### config.mk
export PLATFORM = sky130hd
export DESIGN_NAME = sram_cycle_ctrl
export DESIGN_NICKNAME = d
export VERILOG_FILES = /design/src/rtl/sram_cycle_ctrl.sv
export SDC_FILE = /design/constraint.sdc
export NUM_CORES = 1
export LEC_CHECK = 0
export ABC_AREA = 1
export BUFFER_PORTS_ARGS = -buffer_cell sky130_fd_sc_hd__buf_2
export CAP_MARGIN = 20
export CORE_MARGIN = 4
export CORE_UTILIZATION = 50
export DETAILED_ROUTE_END_ITERATION = 6
export GPL_ROUTABILITY_DRIVEN = 0
export GPL_TIMING_DRIVEN = 0
export PLACE_DENSITY_LB_ADDON = 0.15
export SYNTH_ARGS = -nofsm -noshare
export SYNTH_HDL_FRONTEND = slang
export SYNTH_SLANG_ARGS = --single-unit
### constraint.sdc
create_clock -name clk -period 2.7 [get_ports clk]
set_input_delay 0.135 -clock clk [delete_from_list [all_inputs] [get_ports clk]]
set_output_delay 0.135 -clock clk [all_outputs]
set_load 0.05 [all_outputs]
### src/rtl/sram_cycle_ctrl.sv
module sram_cycle_ctrl #(
  parameter int AW = 29,
  parameter int LEN_W = 2,
  parameter logic [2:0] AREA_ID = 3'b010,
  parameter int WAIT_MAX = 25
) (
  input  logic             clk,
  input  logic             rst_n,
  input  logic             req_valid,
  output logic             req_ready,
  input  logic             req_write,
  input  logic [AW-1:0]    req_addr,
  input  logic [3:0]       req_be,
  input  logic [31:0]      req_wdata,
  input  logic [LEN_W-1:0] req_len,
  output logic             rsp_done,
  output logic             rsp_beat,
  output logic [31:0]      rsp_rdata,
  input  logic [4:0]       cfg_wait,
  input  logic [2:0]       cfg_setup,
  input  logic [2:0]       cfg_hold,
  input  logic             cfg_bs_hold,
  input  logic [2:0]       cfg_pitch,
  input  logic [1:0]       cfg_width,
  input  logic             cfg_burst,
  output logic             bus_cs_n,
  output logic             bus_rd_n,
  output logic [3:0]       bus_we_n,
  output logic             bus_bs_n,
  output logic [AW-4:0]    bus_addr,
  output logic [31:0]      bus_dout,
  output logic             bus_doe,
  input  logic [31:0]      bus_din,
  input  logic             bus_rdy
);
  localparam int OW = AW - 3;
  localparam logic [4:0] WMAX = WAIT_MAX[4:0];

  typedef enum logic [2:0] {S_IDLE, S_SETUP, S_STROBE, S_EXTEND, S_HOLD, S_DONE} state_t;

  state_t           state;
  logic [4:0]       cnt;
  logic             wr_q, first_q, bsx_q, beat_q;
  logic [3:0]       be_q;
  logic [31:0]      wdata_q;
  logic [OW-1:0]    ofs_q;
  logic [LEN_W-1:0] left_q;

  logic [4:0]  wait_eff;
  logic        hit, accept, strobe_on, cs_on, beat_end;
  logic [1:0]  wsel;
  logic [3:0]  we_act;
  logic [31:0] dout_lane, rd_lane;
  logic [OW-1:0] step;

  assign wait_eff  = (cfg_wait > WMAX) ? WMAX : cfg_wait;
  assign hit       = (req_addr[AW-1 -: 3] == AREA_ID);
  assign req_ready = (state == S_IDLE) || (state == S_DONE);
  assign accept    = req_valid && req_ready;
  assign strobe_on = (state == S_STROBE) || (state == S_EXTEND);
  assign cs_on     = (state == S_SETUP) || strobe_on || (state == S_HOLD);
  assign beat_end  = ((state == S_STROBE) && (cnt == 5'd0) && ((wait_eff == 5'd0) || bus_rdy))
                   || ((state == S_EXTEND) && bus_rdy);
  assign wsel      = (cfg_width >= 2'd2) ? 2'd2 : cfg_width;
  assign step      = OW'(1) << wsel;

  always_comb begin
    case (wsel)
      2'd0: begin
        we_act    = {3'b000, be_q[ofs_q[1:0]]};
        dout_lane = {24'h0, wdata_q[{ofs_q[1:0], 3'b000} +: 8]};
        rd_lane   = {24'h0, bus_din[7:0]};
      end
      2'd1: begin
        we_act    = {2'b00, be_q[{ofs_q[1], 1'b0} +: 2]};
        dout_lane = {16'h0, wdata_q[{ofs_q[1], 4'b0000} +: 16]};
        rd_lane   = {16'h0, bus_din[15:0]};
      end
      default: begin
        we_act    = be_q;
        dout_lane = wdata_q;
        rd_lane   = bus_din;
      end
    endcase
  end

  assign bus_cs_n = !cs_on;
  assign bus_rd_n = !(strobe_on && !wr_q);
  assign bus_we_n = (strobe_on && wr_q) ? ~we_act : 4'hF;
  assign bus_bs_n = !((strobe_on && first_q) || bsx_q);
  assign bus_addr = ofs_q;
  assign bus_dout = dout_lane;
  assign bus_doe  = cs_on && wr_q;
  assign rsp_done = (state == S_DONE);
  assign rsp_beat = beat_q;

  always_ff @(posedge clk or negedge rst_n) begin
    if (!rst_n) begin
      state     <= S_IDLE;
      cnt       <= '0;
      wr_q      <= 1'b0;
      first_q   <= 1'b0;
      bsx_q     <= 1'b0;
      beat_q    <= 1'b0;
      be_q      <= '0;
      wdata_q   <= '0;
      ofs_q     <= '0;
      left_q    <= '0;
      rsp_rdata <= '0;
    end else begin
      first_q <= 1'b0;
      bsx_q   <= first_q && strobe_on && cfg_bs_hold && (cfg_setup != 3'd0);
      beat_q  <= beat_end && !wr_q;
      if (beat_end && !wr_q) rsp_rdata <= rd_lane;
      case (state)
        S_IDLE, S_DONE: begin
          if (accept) begin
            wr_q      <= req_write;
            be_q      <= req_be;
            wdata_q   <= req_wdata;
            ofs_q     <= req_addr[OW-1:0];
            left_q    <= (cfg_burst && !req_write) ? req_len : '0;
            rsp_rdata <= '0;
            if (!hit) begin
              state <= S_DONE;
            end else if (cfg_setup != 3'd0) begin
              state <= S_SETUP;
              cnt   <= {2'b00, cfg_setup - 3'd1};
            end else begin
              state   <= S_STROBE;
              cnt     <= wait_eff;
              first_q <= 1'b1;
            end
          end else begin
            state <= S_IDLE;
          end
        end
        S_SETUP: begin
          if (cnt == 5'd0) begin
            state   <= S_STROBE;
            cnt     <= wait_eff;
            first_q <= 1'b1;
          end else begin
            cnt <= cnt - 5'd1;
          end
        end
        S_STROBE, S_EXTEND: begin
          if (beat_end) begin
            if (left_q != '0) begin
              left_q <= left_q - 1'b1;
              ofs_q  <= ofs_q + step;
              cnt    <= {2'b00, cfg_pitch};
              state  <= S_STROBE;
            end else if (cfg_hold != 3'd0) begin
              state <= S_HOLD;
              cnt   <= {2'b00, cfg_hold - 3'd1};
            end else begin
              state <= S_DONE;
            end
          end else if (state == S_STROBE) begin
            if (cnt != 5'd0) cnt <= cnt - 5'd1;
            else state <= S_EXTEND;
          end
        end
        S_HOLD: begin
          if (cnt == 5'd0) state <= S_DONE;
          else cnt <= cnt - 5'd1;
        end
        default: state <= S_IDLE;
      endcase
    end
  end

  assert_out_area_R1: assert property (@(posedge clk) disable iff (!rst_n)
    (accept && !hit) |=> (bus_cs_n && rsp_done));
  assert_ready_ignored_R4: assert property (@(posedge clk) disable iff (!rst_n)
    (state == S_EXTEND) |-> (wait_eff != 5'd0));
  assert_strobe_in_cs_R6: assert property (@(posedge clk) disable iff (!rst_n)
    (!bus_rd_n || (bus_we_n != 4'hF)) |-> !bus_cs_n);
  assert_rd_we_excl_R6: assert property (@(posedge clk) disable iff (!rst_n)
    !(!bus_rd_n && (bus_we_n != 4'hF)));
  assert_half_lanes_R9: assert property (@(posedge clk) disable iff (!rst_n)
    (cfg_width == 2'd1) |-> (bus_we_n[3:2] == 2'b11));
  assert_byte_lane_R10: assert property (@(posedge clk) disable iff (!rst_n)
    (cfg_width == 2'd0) |-> (bus_we_n[3:1] == 3'b111));
  assert_no_accept_busy_R12: assert property (@(posedge clk) disable iff (!rst_n)
    !bus_cs_n |-> !req_ready);
endmodule

# [Word-level counts from Yosys, hierarchy flattened]
# Cells that the tools add are included.
[totals] ff_bits=108 inputBits=122 wordCells=129
[op_classes] addsub=5 n_lt_le_gt_ge=3 eq_ne=18 shifts=4 mux=47 bitwise=1 n_reduce_logical=40
[ops] operator="case mux 32 bit (2 select lines)" n=2
[ops] operator="two-way mux 32 bit" n=3
[ops] operator="two-way mux 26 bit" n=3
[ops] operator="two-way mux 5 bit" n=11
[ops] operator="case mux 26 bit (2 select lines)" n=1
[ops] operator="indexed part select 32 x 6 -> 16 bit" n=1
[ops] operator="indexed part select 32 x 6 -> 8 bit" n=1
[ops] operator="adder 26 bit" n=1
[ops] operator="<< shifter 1 x 2 -> 26 bit, first input constant" n=1
[ops] operator="two-way mux 3 bit" n=8
[ops] operator="case mux 5 bit (4 select lines)" n=1
[ops] operator="logical AND 1 bit" n=12
[ops] operator="two-way mux 2 bit" n=6
[ops] operator="case mux 3 bit (4 select lines)" n=1
[ops] operator="zero test 5 bit" n=2
[ops] operator="inequality test 2 bit, second input constant" n=5
[ops] operator="equality test 3 x 2 -> 1 bit, second input constant" n=3
[ops] operator="inequality test 3 bit, second input constant" n=3
[ops] operator="case mux 4 bit (2 select lines)" n=1
[ops] operator="AND reduction 4 bit" n=2
[ops] operator="logical OR 1 bit" n=7
[ops] operator="AND reduction 7 bit" n=1
[ops] operator="equality test 3 bit, second input constant" n=2
[ops] operator="two-way mux 1 bit" n=6
[ops] operator="other kinds (25)" n=34

# [Longest topological paths before layout]
[logic_depth] ltp_word=10 depth_mapped=14 depth_no_buf=13

# [Worst setup path after synthesis]
# No wires, ideal clock.
[synth_timing] kind="reg-to-reg" from="register ofs_q[1], in the netlist bus_addr[1]" to="register ofs_q[10], in the netlist bus_addr[10]" setup_time_ns=0.127 arrival_time_ns=2.478 t_required_ns=2.573 setup_slack_ns=0.095 stages_incl_launch_ff=13 n_path_buf=2 period_less_slack_ns=2.605 path_cell_list="dfrtp_1 -> clkbuf_1 -> inv_1 -> clkbuf_1 -> fa_1 -> o21ai_2 -> nand2_1 -> nor2_1 -> nand2_1 -> nand2_1 -> nand3_1 -> nand3_1 -> o21ai_0"
[synth_between] elab_chain_cells=4
[synth_lines] element="start: declaration" line_no="46" source="logic [OW-1:0] ofs_q;"
[synth_lines] element="start signal: assignment" line_no="121" source="ofs_q <= req_addr[OW-1:0];"
[synth_lines] element="start signal: assignment" line_no="151" source="ofs_q <= ofs_q + step;"
[synth_lines] element="adder 26 bit" line_no="151"
[synth_lines] element="two-way mux 26 bit" line_no="149" source="if (left_q != '0) begin"
[synth_lines] element="two-way mux 26 bit" line_no="148" source="if (beat_end) begin"
[synth_lines] element="case mux 26 bit (2 select lines)" line_no="115" source="case (state)"
# Every way passes these cells. The select of a mux whose other input is x is not followed.
# A chain may end at the register's enable or synchronous reset.

# [Final worst setup path]
[layout_timing] from="register state[1]" to="output bus_we_n[1]"
[layout_between] elab_chain_cells=4 word_cells_on_any_way=5
[layout_lines] element="start: declaration" line_no="41" source="state_t state;"
[layout_lines] element="start signal: assignment" line_no="99" source="state <= S_IDLE;"
[layout_lines] element="start signal: assignment" line_no="125" source="state <= S_DONE;"
[layout_lines] element="start signal: assignment" line_no="127" source="state <= S_SETUP;"
[layout_lines] element="equality test 3 x 2 -> 1 bit" line_no="60" source="assign strobe_on = (state == S_STROBE) || (state == S_EXTEND);"
[layout_lines] element="logical OR 1 bit *" line_no="60"
[layout_lines] element="logical AND 1 bit *" line_no="89" source="assign bus_we_n = (strobe_on && wr_q) ? ~we_act : 4'hF;"
[layout_lines] element="two-way mux 4 bit *" line_no="89"
[layout_lines] element="end: declaration" line_no="28" source="output logic [3:0] bus_we_n,"
# Every way passes the cells marked *; elsewhere a longest branch is shown, timed or not.

==> results_tabular.tex <==
\begin{tabular}{lr}
\hline
Metric & Value \\
\hline
\multicolumn{2}{l}{\textbf{Status}} \\
\quad Result of the run & finished with violations \\
\quad Violated checks & hold timing \\
\multicolumn{2}{l}{\textbf{Global route}} \\
\quad Aggregate global routing overflow & 0 \\
\quad Largest net degree at the start of global routing & 71 \\
\quad Number of global-route vias before repair & 6713 \\
\quad Met2 layer usage reported by global route & 44.03\% \\
\quad Met3 usage in global routing & 3.900\% \\
\quad All-layer global routing usage & 27.99\% \\
\quad Wire length of the first global-routing pass & 33020 um \\
\quad Number of antenna violations at the first check in global routing & 2 \\
\quad Global routing usage on met1 & 40.31\% \\
\quad Busiest grt layer & met2 \\
\multicolumn{2}{l}{\textbf{Worst setup path}} \\
\quad Startpoint types & flop \\
\quad CP Launch Point & state[1] \\
\quad Max incr delay on CP & 560 ps \\
\quad Highest net fanout along the worst path & 10 \\
\quad Worst setup slack for register-to-register paths & 280 ps \\
\quad Crit path cell chain & inv\_2, nor2\_4, inv\_1, clkbuf\_1, nor2\_1, nand2\_1, buf\_2 \\
\quad Cells on worst reg2reg path & 10 \\
\quad Number of buffer and inverter instances along the worst setup path & 4 \\
\quad WP data arrival & 2450 ps \\
\quad Endpoint required time on the critical path & 2570 ps \\
\quad Worst r2r src & bus\_addr[1] \\
\quad Gate family responsible for the most delay along the worst path & buffers and inverters \\
\quad CP Class & reg2out \\
\quad Kind of end point of the critical path & output port \\
\quad R2R Path End & bus\_addr[10] \\
\quad Critical-path cell with the highest stage delay & sky130\_fd\_sc\_hd\_\_clkbuf\_1 \\
\multicolumn{2}{l}{\textbf{Synth}} \\
\quad Ys async rst share & 100.0\% \\
\quad Share of the synthesized area in the top cell type & 41.48\% \\
\quad Main area contributors after synthesis & sky130\_fd\_sc\_hd\_\_dfrtp\_1 41\%, sky130\_fd\_sc\_hd\_\_nand2\_1 19\%, sky130\_fd\_sc\_hd\_\_nand3\_1 5.3\%, sky130\_fd\_sc\_hd\_\_inv\_1 5.0\%, sky130\_fd\_sc\_hd\_\_o21ai\_0 4.5\% \\
\quad Post-Synthesis Cell Area & 6515 um2 \\
\quad Most used flip-flop cell after synthesis & sky130\_fd\_sc\_hd\_\_dfrtp\_1 \\
\quad Unique cell type count in the Yosys netlist & 44 \\
\quad Seq/Total Area, Yosys & 41.48\% \\
\quad Number of synthesized flops with an enable pin & 0 \\
\quad Mapped Cells & 923 \\
\quad Yosys top cell by area & sky130\_fd\_sc\_hd\_\_dfrtp\_1 \\
\quad Synthesized area divided by synthesized cell count & 7.059 um2 \\
\quad Synthesized Nets & 1056 \\
\quad Number of storage elements in the synthesis netlist & 108 \\
\quad Number of warnings printed during yosys synthesis & 0 \\
\multicolumn{2}{l}{\textbf{Routing}} \\
\quad Vias per cell & 5.277 \\
\quad Via total after detailed routing & 7224 \\
\quad Pre-Repair DR Iteration Count & 6 \\
\quad Antenna viol nets, final & 0 \\
\quad Final routed wirelength across all metal layers & 21280 um \\
\quad Wire length per cell & 15.55 um \\
\quad Number of remaining DRC errors & 0 \\
\quad DR iter-0 viols & 796 \\
\multicolumn{2}{l}{\textbf{Layout}} \\
\quad Fraction of final layout cells with drive strength greater than 1 & 24.33\% \\
\quad Most common library cell in the layout ignoring fill and taps & sky130\_fd\_sc\_hd\_\_nand2\_1 \\
\quad Area growth from synthesis to layout & 31.04\% \\
\quad Commonest cells after routing, fill and taps aside & 329 x sky130\_fd\_sc\_hd\_\_nand2\_1, 235 x sky130\_fd\_sc\_hd\_\_buf\_2, 107 x sky130\_fd\_sc\_hd\_\_dfrtp\_1 \\
\quad Finished layout cell area & 8537 um2 \\
\quad Post-layout net count & 1324 \\
\multicolumn{2}{l}{\textbf{CTS}} \\
\quad Number of setup buffers added after CTS & 0 \\
\quad Deepest clock path buffer count & 2 \\
\quad TritonCTS clock tree & done \\
\quad Clk Latency, worst-skew pair & 360 ps \\
\quad CTS buffer count & 9 \\
\quad Clock slew at the register clock pins of the worst setup and hold paths & 80 ps \\
\quad Count of H-tree levels built during CTS & 3 \\
\quad Number of clock sinks & 108 \\
\quad Cell at the root of the clock tree & sky130\_fd\_sc\_hd\_\_clkbuf\_16 \\
\multicolumn{2}{l}{\textbf{STA}} \\
\quad Crit path time final & 2581 ps \\
\quad Share of the cycle needed by the critical path after routing & 95.61\% \\
\quad Final number of hold-violating endpoints & 1 \\
\quad Final count of negative-setup-slack endpoints & 0 \\
\quad Clock skew & 13.76 ps \\
\quad Worst setup slack after layout & 118.5 ps \\
\quad Setup repair after global routing missed its margin & no \\
\quad Tightest hold margin & -0.5353 ps \\
\quad Max Slew Vio Count & 0 \\
\quad Actual transition at the worst max-transition pin & 657.3 ps \\
\quad Max-slew headroom at the worst pin & 56.18\% \\
\quad Max Fclk & 0.3874 GHz \\
\multicolumn{2}{l}{\textbf{Pwr}} \\
\quad Leakage component of the power & 4.562 nW \\
\quad Pwr Density & 1293 nW/um2 \\
\quad Total power consumption of the routed design & 11.04 mW \\
\quad Largest vdd supply drop & 634.5 uV \\
\multicolumn{2}{l}{\textbf{Flow run}} \\
\quad Max capacitance violation total & 0 \\
\multicolumn{2}{l}{\textbf{Floorplanning}} \\
\quad Total die area & 14920 um2 \\
\quad Placement row count & 41 \\
\quad Starting Density & 51.42\% \\
\quad Io pins & 223 \\
\quad Core box area & 12670 um2 \\
\quad Vertical extent of the die & 122.2 um \\
\quad Floorplan die width & 122.2 um \\
\multicolumn{2}{l}{\textbf{Placed design}} \\
\quad Pre-CTS WS & -496.6 ps \\
\quad Final HPWL from detailed placement & 15500 um \\
\quad Cell Area, Placed & 7871 um2 \\
\quad PortBufs & 222 \\
\multicolumn{2}{l}{\textbf{Worst hold path}} \\
\quad Cell depth of the worst min-delay path & 3 \\
\quad Beginning of the worst hold path & bus\_din[5] \\
\quad Classification of the worst-slack hold path & in2reg \\
\quad Worst hold path endpoint & rsp\_rdata[5] \\
\hline
\end{tabular}
how the worst max path moves through the flow:
stage | to | slack, ps | depth (start not counted)
2_1_floorplan | bus_addr[10] | 100 | 12
3_3_place_gp | bus_addr[10] | -450 | 13
3_5_place_dp | bus_addr[10] | -500 | 13
6_report | bus_we_n[1] | 120 | 7
4_1_cts | bus_addr[10] | 80 | 11
5_1_grt | bus_we_n[1] | 10 | 7
area by class of cell:
cell class                      instances  area, um2
Tap cell                              172      215.2
Buffer                                 37      193.9
Clock buffer                           10      239.0
Timing Repair Buffer                  259       1501
Multi-Input combinational cell        685       3286
Clock inverter                          6      52.55
Inverter                               91      342.8
Sequential cell                       108       2704
Antenna cell                            1      2.502
Fill cell                            1157       4134
cells by family (layout without fill, tap and decap cells):
logic type | after synthesis | after routing | synth area share [%]
simple gates | 508 | 508 | 33.26
compound gates | 158 | 158 | 13.65
buf+inv | 130 | 403 | 8.354
flops | 108 | 108 | 41.48
fa+ha+maj | 11 | 11 | 2.228
xor+xnor | 6 | 6 | 0.8068
other cells | 1 | 2 | 0.05756
mux | 1 | 1 | 0.1536
worst register-to-register path, cell delays in order (launching register included):
cell and delay (ps):
sky130_fd_sc_hd__dfrtp_2 500, sky130_fd_sc_hd__inv_1 250, sky130_fd_sc_hd__fa_1 570, sky130_fd_sc_hd__o21ai_4 260, sky130_fd_sc_hd__nand2_1 160, sky130_fd_sc_hd__nor2_4 190
sky130_fd_sc_hd__nand2_1 80, sky130_fd_sc_hd__nand2_1 80, sky130_fd_sc_hd__nand3_1 70, sky130_fd_sc_hd__nand3_1 90, sky130_fd_sc_hd__o21ai_0 70
routing by layer:
| layer | vias to the layer above | share of wire, % |
|---|---|---|
| met5 | - | 0.080 |
| met4 | 2 | 2.0 |
| met3 | 33 | 8.5 |
| met2 | 351 | 46 |
| met1 | 3306 | 43 |
| li1 | 3532 | - |
cell usage after synthesis, drive strengths merged, types with 2 or more instances:
master,n
a21oi,59
a221o,6
a31oi,2
buf,25
clkbuf,14
dfrtp,108
ha,10
inv,90
nand2,337
nand3,72
nand3b,7
nand4,13
nor2,61
nor3,13
nor4,2
o211ai,5
o21ai,73
o22ai,9
or2,3
xnor2,3
xor2,3
report_power, final:
group | internal (mW) | switching [mW] | leakage [nW]
clock | 0.671 | 0.672 | 0.143
combinational | 1.77 | 4.91 | 3.04
sequential | 2.34 | 0.665 | 1.38
total | 4.78 | 6.25 | 4.56
sequential cells by signal (all words and copies together), names as in the netlist, 2 cells and up:
register,cells
wdata_q,32
cnt,5
be_q,4
state,3
bus_addr,26
rsp_rdata,32
left_q,2
through the flow:
| stage | setup TNS (ps) | instances | util, % |
|---|---|---|---|
| 4_1_cts | 0 | 1368 | 67.21 |
| 3_3_place_gp | -2848 | 1317 | 61.88 |
| 6_report | 0 | 1369 | 67.37 |
| 3_5_place_dp | -3018 | 1318 | 62.12 |
| 5_1_grt | 0 | 1369 | 67.37 |
| 2_1_floorplan | 0 | 923 | - |
repair_timing:
action	in CTS	in global routing
endpoints found under the hold margin	72	1
gates resized for setup	3	2
hold buffers	35	1
endpoints found under the setup margin	8	8
pin swaps	0	0
(Power assumes the default switching activity.)
